**src/rtl/rtc_cal_pkg.sv**
```systemverilog
package rtc_cal_pkg;
  localparam int NUM_IRQ = 5;

  typedef struct packed {
    logic       tick;
    logic       wrCal;
    logic [2:0] field;
    logic [7:0] data;
  } calCmd_t;

  typedef struct packed {
    logic day;
    logic hour;
    logic min;
    logic sec;
  } rollEvt_t;

  function automatic logic [4:0] monthLen(input logic [3:0] mon, input logic leap);
    case (mon)
      4'd2:                      monthLen = leap ? 5'd29 : 5'd28;
      4'd4, 4'd6, 4'd9, 4'd11:   monthLen = 5'd30;
      default:                   monthLen = 5'd31;
    endcase
  endfunction
endpackage

```
**src/rtl/rtc_cal_datapath.sv**
```systemverilog
module rtc_cal_datapath
  import rtc_cal_pkg::*;
(
  input  logic       clk,
  input  logic       rstN,
  input  calCmd_t    cmd,
  output rollEvt_t   evt,
  output logic [5:0] secQ,
  output logic [5:0] minQ,
  output logic [4:0] hourQ,
  output logic [2:0] wdayQ,
  output logic [4:0] dayQ,
  output logic [3:0] monQ,
  output logic [6:0] yearQ,
  output logic [7:0] centQ
);
  logic secWrap, minWrap, hourWrap, dayEnd, monWrap, yearWrap, isLeap;

  always_comb begin
    isLeap   = (yearQ[1:0] == 2'd0) && ((yearQ != 7'd0) || (centQ[1:0] == 2'd0));
    secWrap  = secQ >= 6'd59;
    minWrap  = minQ >= 6'd59;
    hourWrap = hourQ >= 5'd23;
    dayEnd   = dayQ >= monthLen(monQ, isLeap);
    monWrap  = monQ >= 4'd12;
    yearWrap = yearQ >= 7'd99;
    evt.sec  = cmd.tick;
    evt.min  = cmd.tick & secWrap;
    evt.hour = evt.min & minWrap;
    evt.day  = evt.hour & hourWrap;
  end

  always_ff @(posedge clk) begin
    if (!rstN) begin
      secQ <= '0; minQ <= '0; hourQ <= '0; wdayQ <= '0;
      dayQ <= '0; monQ <= '0; yearQ <= '0; centQ <= '0;
    end else if (cmd.wrCal) begin
      case (cmd.field)
        3'd0: secQ  <= cmd.data[5:0];
        3'd1: minQ  <= cmd.data[5:0];
        3'd2: hourQ <= cmd.data[4:0];
        3'd3: wdayQ <= cmd.data[2:0];
        3'd4: dayQ  <= cmd.data[4:0];
        3'd5: monQ  <= cmd.data[3:0];
        3'd6: yearQ <= cmd.data[6:0];
        default: centQ <= cmd.data;
      endcase
    end else if (cmd.tick) begin
      secQ <= secWrap ? 6'd0 : secQ + 6'd1;
      if (evt.min)  minQ  <= minWrap ? 6'd0 : minQ + 6'd1;
      if (evt.hour) hourQ <= hourWrap ? 5'd0 : hourQ + 5'd1;
      if (evt.day) begin
        wdayQ <= (wdayQ >= 3'd6) ? 3'd0 : wdayQ + 3'd1;
        if (dayEnd) begin
          dayQ <= 5'd1;
          if (monWrap) begin
            monQ <= 4'd1;
            if (yearWrap) begin
              yearQ <= 7'd0;
              centQ <= centQ + 8'd1;
            end else begin
              yearQ <= yearQ + 7'd1;
            end
          end else begin
            monQ <= monQ + 4'd1;
          end
        end else begin
          dayQ <= dayQ + 5'd1;
        end
      end
    end
  end
endmodule

```
**src/rtl/rtc_cal_ctrl.sv**
```systemverilog
module rtc_cal_ctrl
  import rtc_cal_pkg::*;
#(
  parameter int DIV_W = 16
) (
  input  logic               clk,
  input  logic               rstN,
  input  logic [DIV_W-1:0]   divRatio,
  input  logic               wrEn,
  input  logic [3:0]         wrAddr,
  input  logic [7:0]         wrData,
  input  rollEvt_t           evt,
  input  logic [7:0]         curFields [6],
  output calCmd_t            cmd,
  output logic [DIV_W-1:0]   subSecQ,
  output logic [NUM_IRQ-1:0] statusQ,
  output logic               irq
);
  localparam int ALM_N = 6;
  localparam logic [3:0] ALM_BASE = 4'd8;
  localparam logic [3:0] EN_ADDR  = 4'd14;
  localparam logic [3:0] CLR_ADDR = 4'd15;

  logic [DIV_W-1:0]   lastCnt;
  logic [7:0]         alarmQ [ALM_N];
  logic [NUM_IRQ-1:0] enQ, setVec, clrVec;
  logic [ALM_N-1:0]   fieldEq;
  logic               matchNow, matchQ;

  always_comb begin
    lastCnt   = (divRatio == '0) ? '0 : divRatio - 1'b1;
    cmd.wrCal = wrEn && !wrAddr[3];
    cmd.field = wrAddr[2:0];
    cmd.data  = wrData;
    cmd.tick  = !cmd.wrCal && (subSecQ >= lastCnt);
  end

  for (genvar i = 0; i < ALM_N; i++) begin : g_alm
    always_ff @(posedge clk) begin
      if (!rstN) alarmQ[i] <= '0;
      else if (wrEn && wrAddr == ALM_BASE + 4'(i)) alarmQ[i] <= wrData;
    end
    assign fieldEq[i] = (alarmQ[i] == curFields[i]);
  end

  assign matchNow = &fieldEq;

  always_comb begin
    setVec = {matchNow & ~matchQ, evt.day, evt.hour, evt.min, evt.sec} & enQ;
    clrVec = (wrEn && wrAddr == CLR_ADDR) ? wrData[NUM_IRQ-1:0] : '0;
  end

  always_ff @(posedge clk) begin
    if (!rstN) begin
      subSecQ <= '0;
      enQ     <= '0;
      statusQ <= '0;
      matchQ  <= 1'b0;
    end else begin
      if (cmd.wrCal || cmd.tick) subSecQ <= '0;
      else                       subSecQ <= subSecQ + 1'b1;
      if (wrEn && wrAddr == EN_ADDR) enQ <= wrData[NUM_IRQ-1:0];
      statusQ <= (statusQ & ~clrVec) | setVec;
      matchQ  <= matchNow;
    end
  end

  assign irq = |statusQ;
endmodule

```
**src/rtl/rtc_calendar.sv**
```systemverilog
module rtc_calendar
  import rtc_cal_pkg::*;
#(
  parameter int DIV_W = 16
) (
  input  logic             clk,
  input  logic             rstN,
  input  logic [DIV_W-1:0] divRatio,
  input  logic             wrEn,
  input  logic [3:0]       wrAddr,
  input  logic [7:0]       wrData,
  output logic [5:0]       secOut,
  output logic [5:0]       minOut,
  output logic [4:0]       hourOut,
  output logic [2:0]       wdayOut,
  output logic [4:0]       dayOut,
  output logic [3:0]       monOut,
  output logic [6:0]       yearOut,
  output logic [7:0]       centOut,
  output logic [DIV_W-1:0] subSec,
  output logic [4:0]       irqStatus,
  output logic             irq
);
  calCmd_t  cmd;
  rollEvt_t evt;
  logic [7:0] curFields [6];

  assign curFields[0] = {2'b0, secOut};
  assign curFields[1] = {2'b0, minOut};
  assign curFields[2] = {3'b0, hourOut};
  assign curFields[3] = {3'b0, dayOut};
  assign curFields[4] = {4'b0, monOut};
  assign curFields[5] = {1'b0, yearOut};

  rtc_cal_ctrl #(.DIV_W(DIV_W)) u_ctrl (
    .clk(clk), .rstN(rstN), .divRatio(divRatio), .wrEn(wrEn), .wrAddr(wrAddr),
    .wrData(wrData), .evt(evt), .curFields(curFields), .cmd(cmd),
    .subSecQ(subSec), .statusQ(irqStatus), .irq(irq)
  );

  rtc_cal_datapath u_dp (
    .clk(clk), .rstN(rstN), .cmd(cmd), .evt(evt),
    .secQ(secOut), .minQ(minOut), .hourQ(hourOut), .wdayQ(wdayOut),
    .dayQ(dayOut), .monQ(monOut), .yearQ(yearOut), .centQ(centOut)
  );
endmodule

```
**config.mk**
```make
export PLATFORM = sky130hd
export DESIGN_NAME = rtc_calendar
export DESIGN_NICKNAME = d
export VERILOG_FILES = /design/src/rtl/rtc_cal_pkg.sv /design/src/rtl/rtc_cal_datapath.sv /design/src/rtl/rtc_cal_ctrl.sv /design/src/rtl/rtc_calendar.sv
export SDC_FILE = /design/constraint.sdc
export NUM_CORES = 1
export LEC_CHECK = 0
export ABC_AREA = 1
export CELL_PAD_IN_SITES_DETAIL_PLACEMENT = 0
export CELL_PAD_IN_SITES_GLOBAL_PLACEMENT = 1
export CORE_MARGIN = 5
export CORE_UTILIZATION = 51
export CTS_CLUSTER_DIAMETER = 200
export DETAILED_ROUTE_END_ITERATION = 8
export DONT_BUFFER_PORTS = 1
export PLACE_DENSITY_LB_ADDON = 0.1
export SYNTH_ARGS = -nofsm -noshare
export SYNTH_HDL_FRONTEND = slang
export SYNTH_SLANG_ARGS = --single-unit
```
**constraint.sdc**
```tcl
create_clock -name clk -period 5 [get_ports clk]
set_input_delay 1 -clock clk [delete_from_list [all_inputs] [get_ports clk]]
set_output_delay 1 -clock clk [all_outputs]
set_load 0.01 [all_outputs]
```
==> impl_metrics.env, run 1 <==
export IMPL_fmax_ghz=0.256
export IMPL_cts_resized_gates=0
export IMPL_wirelength_um=19600
export IMPL_synth_ff_type="dfxtp_1"
export IMPL_syn_avg_cell_area_um2=7.69
export IMPL_worstPathArrival_ns=4.22
export IMPL_worst_slew_pin_slew_ns=1.06
export IMPL_first_iter_violations=495
export IMPL_ctsHoldBuffers=0
export IMPL_final_common_cell="nor2_1"
export IMPL_maxCapViolations=0
export IMPL_endpoint_kind="flop"
export IMPL_rsz0062_at_grt="no"
export IMPL_cts_tree="built"
export IMPL_worstPathCellList="inv_1 > nand2_1 > or2_1 > nor2_2 > nand2_1 > inv_1 > nand2_1 > inv_1 > nand2_1 > inv_1 > nand4_1 > xor2_1 > nand2_1 > ha_1 > nand2_1 > nor3_1 > nand2_1 > nand2_2 > nand4_4 > o21bai_4 > buf_4 > nand3b_1 > nand2_1 > nor2_1"
export IMPL_cts_path_max_buffers=2
export IMPL_detail_route_wl_per_cell_um=17.9
export IMPL_drc_errors=0
export IMPL_vias_per_cell=5.64
export IMPL_n_antenna_cell=0
export IMPL_skew_ns=0.00944
export IMPL_switching_power_w=0.000582
export IMPL_syn_area_um2=6990
export IMPL_mostFrequentLayoutCells="nor2_1, nand2_1, inv_1, dfxtp_1"
export IMPL_ys_warn_count=0
export IMPL_power_leakage_nw=3.15
export IMPL_required_ns=5.31
export IMPL_clockPowerShare=0.486
export IMPL_syn_instance_count=909
export IMPL_die_w_um=127
export IMPL_intPower_w=0.00182
export IMPL_grt_pass1_wl_um=31100
export IMPL_rows=42
export IMPL_antenna_found_initial=0
export IMPL_cts_sinks=119
export IMPL_critPathMaxFanout=20
export IMPL_drtPass1Iterations=5
export IMPL_gp_congestion=0.896
export IMPL_hp_class="reg2reg"
export IMPL_cts_made_buffers=17
export IMPL_synth_seq_cells=119
export IMPL_grt_overflow=0
export IMPL_crit_type="in2reg"
export IMPL_power_frac_comb=0.069
export IMPL_final_area_um2=7670
export IMPL_cts_htree_levels=4
export IMPL_dp_hpwl_um=14800
export IMPL_period_needed_ns=3.91
export IMPL_ir_drop_uv=239
export IMPL_core_area_um2=13300
export IMPL_crit_top_cell="nand2_1"
export IMPL_ys_types=49
export IMPL_drive_gt1_frac=0.0695
export IMPL_grt_usage=0.244
export IMPL_power_density_nw_per_um2=313
export IMPL_dpl_cell_area_um2=7110
export IMPL_num_vias=6183
export IMPL_initial_core_util=0.523
export IMPL_seqPwrFrac=0.445
export IMPL_power_share_switching=0.242
export IMPL_slowest_delay_ns=0.41
export IMPL_status="finished clean"
export IMPL_synth_edf_count=48
export IMPL_drv_slew=0
export IMPL_grt_max_degree=60
export IMPL_cp_slowest_cell="o21bai_4"
export IMPL_async_reset_ff_frac=0
export IMPL_fin_tns_setup_ns=0
export IMPL_clkLatencyLatePin_ns=0.42
export IMPL_post_cts_buffers=0
export IMPL_slew_headroom=0.292
export IMPL_grt_pass1_vias=5843
export IMPL_fp_dieArea_um2=16100
export IMPL_clkTransAtPathRegs_ns=0.05
export IMPL_p_total_w=0.00240
export IMPL_drtAntennaViolNets=0
export IMPL_area_growth_pct=9.78
export IMPL_die_h_um=127
export IMPL_io_pins=97
export IMPL_finalCritPeriodShare=0.782
export IMPL_io_buffer_count=0
export IMPL_layout_nets=973
export IMPL_root_buffer="clkbuf_16"
export IMPL_ys_seq_area_frac=0.410
export IMPL_setup_viol_count_final=0
export IMPL_hold_viol_final=0
export IMPL_synth_nets=974
export IMPL_worst_setup_path_start_kind="primary input"
==> flip-flops by register name (all words and copies together), names as in the netlist <==
name and cells:
u_ctrl.matchQ 1, u_dp.hourQ 5, u_dp.wdayQ 3, u_dp.centQ 8, u_dp.minQ 6, u_ctrl.alarmQ 48
u_ctrl.subSecQ 16, u_ctrl.enQ 5, u_dp.secQ 6, u_dp.monQ 4, u_dp.dayQ 5, u_dp.yearQ 7
u_ctrl.statusQ 5
==> final timing paths <==
check | from | end | slack (ns) | cells past startpoint
hold reg to reg | u_ctrl.enQ[3] | u_ctrl.statusQ[3] | 0.47 | 2
setup / recovery | divRatio[0] | u_dp.centQ[3] | 1.09 | 24
setup reg to reg | u_dp.centQ[0] | u_dp.centQ[3] | 1.98 | 14
hold / removal | u_ctrl.enQ[3] | u_ctrl.statusQ[3] | 0.47 | 2
==> area by class of cell <==
| class | count | area (um2) |
|---|---|---|
| repair buffers | 2 | 15.0 |
| flip-flops and latches | 119 | 2860 |
| well taps | 176 | 220 |
| clock buffers | 18 | 429 |
| clock inverters | 14 | 134 |
| fillers | 1214 | 5680 |
| inverters | 103 | 387 |
| multi-input cells | 665 | 3620 |
==> kinds of logic after synthesis <==
| family | count (synthesis) | share of synthesized area |
|---|---|---|
| simple gates | 426 | 0.274 |
| compound gates | 165 | 0.134 |
| buf+inv | 125 | 0.0718 |
| flops | 119 | 0.410 |
| xor+xnor | 40 | 0.0501 |
| fa+ha+maj | 34 | 0.0609 |
==> power by group through the flow <==
stage | sequential, W | clock [W] | combinational, W
floorplan | 0.00108 | 0 | 0.000130
global placement | 0.00109 | 0 | 0.000160
detailed placement | 0.00109 | 0 | 0.000164
CTS | 0.00107 | 0.00117 | 0.000165
global route | 0.00107 | 0.00122 | 0.000188
finish | 0.00107 | 0.00117 | 0.000166
==> cell usage after synthesis (10+ instances only) <==
cell / count / area share
nor2_1: 156 / 0.084
nand2_1: 143 / 0.077
inv_1: 93 / 0.050
dfxtp_1: 71 / 0.20
a21oi_1: 64 / 0.046
o21ai_0: 64 / 0.046
edfxtp_1: 48 / 0.21
nand3_1: 46 / 0.033
ha_1: 34 / 0.061
xor2_1: 30 / 0.038
nor3_1: 16 / 0.011
nand3b_1: 12 / 0.013
a31oi_1: 11 / 0.0099
nand4_1: 11 / 0.0099
xnor2_1: 10 / 0.013
==> per-stage QoR <==
step	hold WS [ns]	std cells	setup slack, ns	util
final	0.472	1097	1.09	0.575
after detailed placement	0.462	1065	0.714	0.532
after floorplan	0.436	909	1.37	-
after CTS	0.477	1097	1.14	0.575
after global routing	0.510	1097	0.755	0.575
after global placement	0.458	1065	0.850	0.532
==> critical path, delay by kind of cell <==
family	cells	cell delay, ns
fa+ha+maj	1	0.31
compound gates	1	0.41
xor+xnor	1	0.15
simple gates	16	1.69
buf+inv	5	0.63
==> per-layer routing <==
| metal | wire length [um] | vias up | track usage | share of wire |
|---|---|---|---|---|
| met5 | 0 | - | 0 | 0 |
| met4 | 363 | 0 | 0.0782 | 0.019 |
| met3 | 1410 | 29 | 0.0605 | 0.072 |
| met2 | 9190 | 208 | 0.398 | 0.47 |
| met1 | 8630 | 2896 | 0.320 | 0.44 |
| li1 | - | 3050 | - | - |
(Power assumes the default switching activity.)
==> inputs of run 2 (changes only) <==
Settings changed: CORE_UTILIZATION 51 to 47.
Clock period 5 ns to 3.9 ns, I/O delays scaled along.
==> impl_metrics.env, run 2 (synthesis gave the netlist of run 1 again) <==
export IMPL_cts_tree="built"
export IMPL_worst_setup_path_start_kind="primary input"
export IMPL_status="finished clean"
export IMPL_critPathMaxFanout=10
export IMPL_r2r_cells=14
export IMPL_grt_pass1_wl_um=31800
export IMPL_final_common_cell="nor2_1"
export IMPL_dp_hpwl_um=14900
export IMPL_drtAntennaViolNets=0
export IMPL_vias_per_cell=5.60
export IMPL_clkTransAtPathRegs_ns=0.05
export IMPL_min_to="u_ctrl.statusQ[1]"
export IMPL_grt_max_degree=60
export IMPL_core_area_um2=14500
export IMPL_first_iter_violations=390
export IMPL_rows=44
export IMPL_skew_ns=0.0110
export IMPL_grt_pass1_vias=5897
export IMPL_crit_type="in2reg"
export IMPL_top_regs="u_ctrl.alarmQ: 48 flops, u_ctrl.subSecQ: 16 flops, u_dp.centQ: 8 flops"
export IMPL_r2r_slack_ns=0.79
export IMPL_cts_sinks=119
export IMPL_drv_slew=0
export IMPL_post_cts_buffers=0
export IMPL_mostFrequentLayoutCells="nor2_1, nand2_1, inv_1, dfxtp_1"
export IMPL_clkLatencyLatePin_ns=0.42
export IMPL_n_antenna_cell=0
export IMPL_cts_resized_gates=0
export IMPL_largest_reg_flops=48
export IMPL_worst_slew_pin_slew_ns=1.08
export IMPL_routed_top_layer="met4"
export IMPL_rsz0062_at_grt="no"
export IMPL_cts_path_max_buffers=2
export IMPL_slew_headroom=0.280
export IMPL_r2r_end="u_dp.centQ[7]"
export IMPL_setup_viol_count_final=0
export IMPL_drive_gt1_frac=0.0701
export IMPL_fin_tns_setup_ns=0
export IMPL_worstPathArrival_ns=3.68
export IMPL_grt_overflow=0
export IMPL_cts_htree_levels=4
export IMPL_initial_core_util=0.481
export IMPL_top_register="u_ctrl.alarmQ"
export IMPL_fmax_ghz=0.295
export IMPL_endpoint_kind="flop"
export IMPL_worstHoldPathCells=2
export IMPL_ir_drop_uv=290
export IMPL_area_growth_pct=10.9
export IMPL_die_w_um=132
export IMPL_maxCapViolations=0
export IMPL_cts_made_buffers=17
export IMPL_die_h_um=132
export IMPL_drtPass1Iterations=5
export IMPL_io_pins=97
export IMPL_wirelength_um=20000
export IMPL_hold_viol_final=0
export IMPL_antenna_found_initial=0
export IMPL_final_util=0.533
export IMPL_r2r_start="u_dp.centQ[0]"
export IMPL_ctsHoldBuffers=0
export IMPL_layout_nets=979
export IMPL_hp_class="reg2reg"
export IMPL_hp_start="u_ctrl.enQ[1]"
export IMPL_power_leakage_nw=3.19
export IMPL_finalCritPeriodShare=0.868
export IMPL_io_buffer_count=0
export IMPL_met3_length_um=1610
export IMPL_wl_met2_um=9570
export IMPL_required_ns=4.20
export IMPL_gp_congestion=0.881
export IMPL_drc_errors=0
export IMPL_power_density_nw_per_um2=403
export IMPL_fp_dieArea_um2=17400
export IMPL_grt_usage=0.229
export IMPL_num_vias=6227
export IMPL_wl_met1_um=8450
export IMPL_detail_route_wl_per_cell_um=18.0
export IMPL_root_buffer="clkbuf_16"
export IMPL_period_needed_ns=3.39
-- run 2: cell count changes in the layout (fill, tap and decap cells not counted), sizes merged --
cell | previous run | this run
clkinv | 13 | 14
clkbuf | 18 | 20
bufinv | 2 | 3
buf | 2 | 8
inv | 98 | 97
clkinvlp | 4 | 1
-- run 2: how the worst max path moves through the flow --
stage                 from            end  cells after the start
2_1_floorplan  divRatio[1]  u_dp.centQ[0]                     24
3_3_place_gp   divRatio[1]   u_dp.minQ[1]                     23
3_5_place_dp   divRatio[0]   u_dp.minQ[4]                     23
4_1_cts        divRatio[0]   u_dp.minQ[4]                     23
5_1_grt        divRatio[0]   u_dp.minQ[4]                     23
6_report       divRatio[0]   u_dp.minQ[4]                     23
-- run 2: routing by layer --
layer,global-route usage,vias to the layer above
li1,-,3063
met1,0.283,2943
met5,0,-
met4,0.0731,0
met3,0.0676,25
met2,0.383,196
-- run 2: per-stage QoR --
step	instance area [um2]	hold WS (ns)	std cells	worst slack [ns]	total power [W]
floorplan	6990	0.436	909	0.494	0.00155
finish	7740	0.477	1111	0.515	0.00312
CTS	7740	0.473	1111	0.548	0.00314
global placement	7170	0.462	1079	0.233	0.00161
global route	7740	0.496	1111	0.197	0.00324
detailed placement	7170	0.467	1079	0.109	0.00161
-- run 2: where the power goes --
part / internal (W) / switching, W
Sequential: 0.00134 / 0.0000355
Combinational: 0.0000711 / 0.000146
Clock: 0.000989 / 0.000544
-- run 2: worst max-delay path: stages --
cell      delay (ns)
inv_1           0.07
nand2_1         0.07
or2_1           0.23
nor2_2          0.12
nand2_1         0.06
inv_1           0.08
nand2_1         0.05
inv_1           0.08
nand2_1         0.10
inv_1           0.08
nand4_1         0.10
xor2_1          0.16
nand2_1         0.07
ha_1            0.29
nand2_1         0.08
nor3_1          0.19
nand2_1         0.11
nand2_2         0.14
nand3_1         0.15
nand2_1         0.17
clkinv_1        0.24
o21ai_0         0.24
a21oi_1         0.06
-- run 2: area by class of cell --
class | instances | area [um2]
fill | 1387 | 6790
multi-input combinational | 665 | 3620
sequential | 119 | 2860
clock buffer | 20 | 437
inverter | 103 | 387
tap | 184 | 230
clock inverter | 12 | 134
timing repair buffer | 8 | 72.6
==> inputs of run 3 (changes only) <==
Settings changed: CORE_UTILIZATION 47 to 43.
Clock period 3.9 ns to 3 ns, I/O delays scaled along.
==> impl_metrics.env, run 3 (synthesis gave the netlist of run 1 again) <==
export IMPL_worstPathArrival_ns=3.36
export IMPL_grt_pass1_wl_um=31500
export IMPL_fp_dieArea_um2=18900
export IMPL_io_pins=97
export IMPL_clkTransAtPathRegs_ns=0.06
export IMPL_top_register="u_ctrl.alarmQ"
export IMPL_antenna_found_initial=0
export IMPL_ir_drop_uv=465
export IMPL_skew_ns=0.00742
export IMPL_ctsHoldBuffers=0
export IMPL_hp_class="in2reg"
export IMPL_num_vias=6401
export IMPL_drive_gt1_frac=0.167
export IMPL_cts_path_max_buffers=2
export IMPL_cts_tree="built"
export IMPL_top_regs="u_ctrl.alarmQ: 48 flops, u_ctrl.subSecQ: 16 flops, u_dp.centQ: 8 flops"
export IMPL_finalCritPeriodShare=1.01
export IMPL_cts_htree_levels=4
export IMPL_worstHoldPathCells=2
export IMPL_initial_core_util=0.440
export IMPL_detail_route_wl_per_cell_um=17.7
export IMPL_clkLatencyLatePin_ns=0.41
export IMPL_rsz0062_at_grt="yes"
export IMPL_gp_congestion=0.839
export IMPL_grt_max_degree=60
export IMPL_power_leakage_nw=3.49
export IMPL_fmax_ghz=0.328
export IMPL_die_w_um=137
export IMPL_die_h_um=137
export IMPL_grt_pass1_vias=5935
export IMPL_cts_made_buffers=17
export IMPL_r2r_cells=14
export IMPL_core_area_um2=15900
export IMPL_setup_viol_count_final=17
export IMPL_slew_headroom=0.193
export IMPL_largest_reg_flops=48
export IMPL_dp_hpwl_um=15600
export IMPL_area_growth_pct=20.8
export IMPL_worst_slew_pin_slew_ns=1.20
export IMPL_final_common_cell="nor2_1"
export IMPL_power_density_nw_per_um2=484
export IMPL_io_buffer_count=0
export IMPL_first_iter_violations=383
export IMPL_grt_usage=0.218
export IMPL_root_buffer="clkbuf_16"
export IMPL_setup_ws_ns=-0.0446
export IMPL_layout_nets=1024
export IMPL_required_ns=3.31
export IMPL_mostFrequentLayoutCells="nor2_1, nand2_1, inv_1, dfxtp_1"
export IMPL_n_antenna_cell=0
export IMPL_worst_setup_path_start_kind="primary input"
export IMPL_drtPass1Iterations=5
export IMPL_wirelength_um=21100
export IMPL_rows=46
export IMPL_cts_sinks=119
export IMPL_period_needed_ns=3.04
export IMPL_endpoint_kind="flop"
export IMPL_violations="negative setup slack"
export IMPL_fillers=1546
export IMPL_drc_errors=0
export IMPL_grt_overflow=0
export IMPL_critPathMaxFanout=4
export IMPL_drtAntennaViolNets=0
export IMPL_dpl_cell_area_um2=7500
export IMPL_vias_per_cell=5.39
export IMPL_final_util=0.531
export IMPL_maxCapViolations=0
export IMPL_status="complete, but fails checks"
export IMPL_crit_type="in2reg"
export IMPL_hold_viol_final=0
export IMPL_final_area_um2=8440
export IMPL_drv_slew=0
-- run 3: cell count changes in the layout (fill, tap and decap cells not counted), moves of 5 or more --
cell	before	now
buf_4	7	43
nand2_1	143	129
a21oi_1	64	54
a21oi_2	0	10
o21ai_0	64	54
nand2_2	2	11
o21ai_1	0	9
nand3_1	46	39
inv_1	93	87
inv_2	4	10
nand3_2	1	7
nand2_4	0	5
-- run 3: final timing paths --
path                 start                 to  slack, ns
max            divRatio[1]      u_dp.yearQ[3]      -0.04
min                   rstN       u_dp.monQ[2]       0.31
min reg2reg  u_ctrl.enQ[1]  u_ctrl.statusQ[1]       0.46
max reg2reg   u_dp.monQ[0]      u_dp.yearQ[5]       0.22
-- run 3: report_power, final --
group | switching [W] | internal [W]
Clock | 0.000760 | 0.00120
Combinational | 0.000211 | 0.000128
Sequential | 0.0000456 | 0.00174
Total | 0.00102 | 0.00307
-- run 3: stage by stage --
| stage | cells | hold WS (ns) | setup TNS (ns) | power, W | worst slack (ns) |
|---|---|---|---|---|---|
| CTS | 1175 | 0.298 | -0.0112 | 0.00408 | -0.0112 |
| detailed placement | 1143 | 0.454 | -18.21 | 0.00212 | -0.445 |
| global placement | 1143 | 0.448 | -12.54 | 0.00211 | -0.367 |
| global route | 1188 | 0.299 | -6.85 | 0.00422 | -0.246 |
| finish | 1188 | 0.309 | -0.418 | 0.00408 | -0.0446 |
| floorplan | 909 | 0.436 | -3.71 | 0.00202 | -0.180 |
-- run 3: layout make-up --
cell class | instances | area [um2] | share of cell area
multi-input cells | 665 | 3850 | 0.456
flip-flops and latches | 119 | 2860 | 0.339
clock inverters | 12 | 100 | 0.0119
repair buffers | 52 | 492 | 0.0583
well taps | 216 | 270 | 0.0320
clock buffers | 20 | 468 | 0.0555
inverters | 103 | 389 | 0.0461
repair inverters | 1 | 7.51 | 0.000890
-- run 3: critical path, stage by stage --
cell and delay (ns):
nor2_4 0.08, nand2_2 0.05, or2_4 0.24, nor2_4 0.11, nand2_2 0.05, inv_2 0.06, nand2_2 0.05, inv_2 0.08
nand2_4 0.06, inv_2 0.06, nand4_1 0.08, xor2_1 0.16, nand2_1 0.12, ha_4 0.29, nand2_4 0.05, nor2_1 0.13
a21oi_2 0.09, nand2_2 0.11, nand4_4 0.12, o21bai_4 0.24, buf_12 0.16, clkbuf_16 0.14, nand3b_1 0.07, nand2_1 0.10
nor2_1 0.04
-- run 3: metal layers --
metal  share of wire  up-vias  track usage
met5               0        -            0
met4           0.022        0       0.0787
met3           0.073       37       0.0639
met2            0.49      182        0.372
met1            0.42     3016        0.260
li1                -     3166            -
-- run 3: repair_timing --
action / in CTS / in global routing
gates resized for setup: 0 / 61
setup buffers: 0 / 8
pin swaps: 0 / 21
endpoints found under the setup margin: 1 / 58
gates cloned: 0 / 5
hold endpoints to repair: 0 / 0
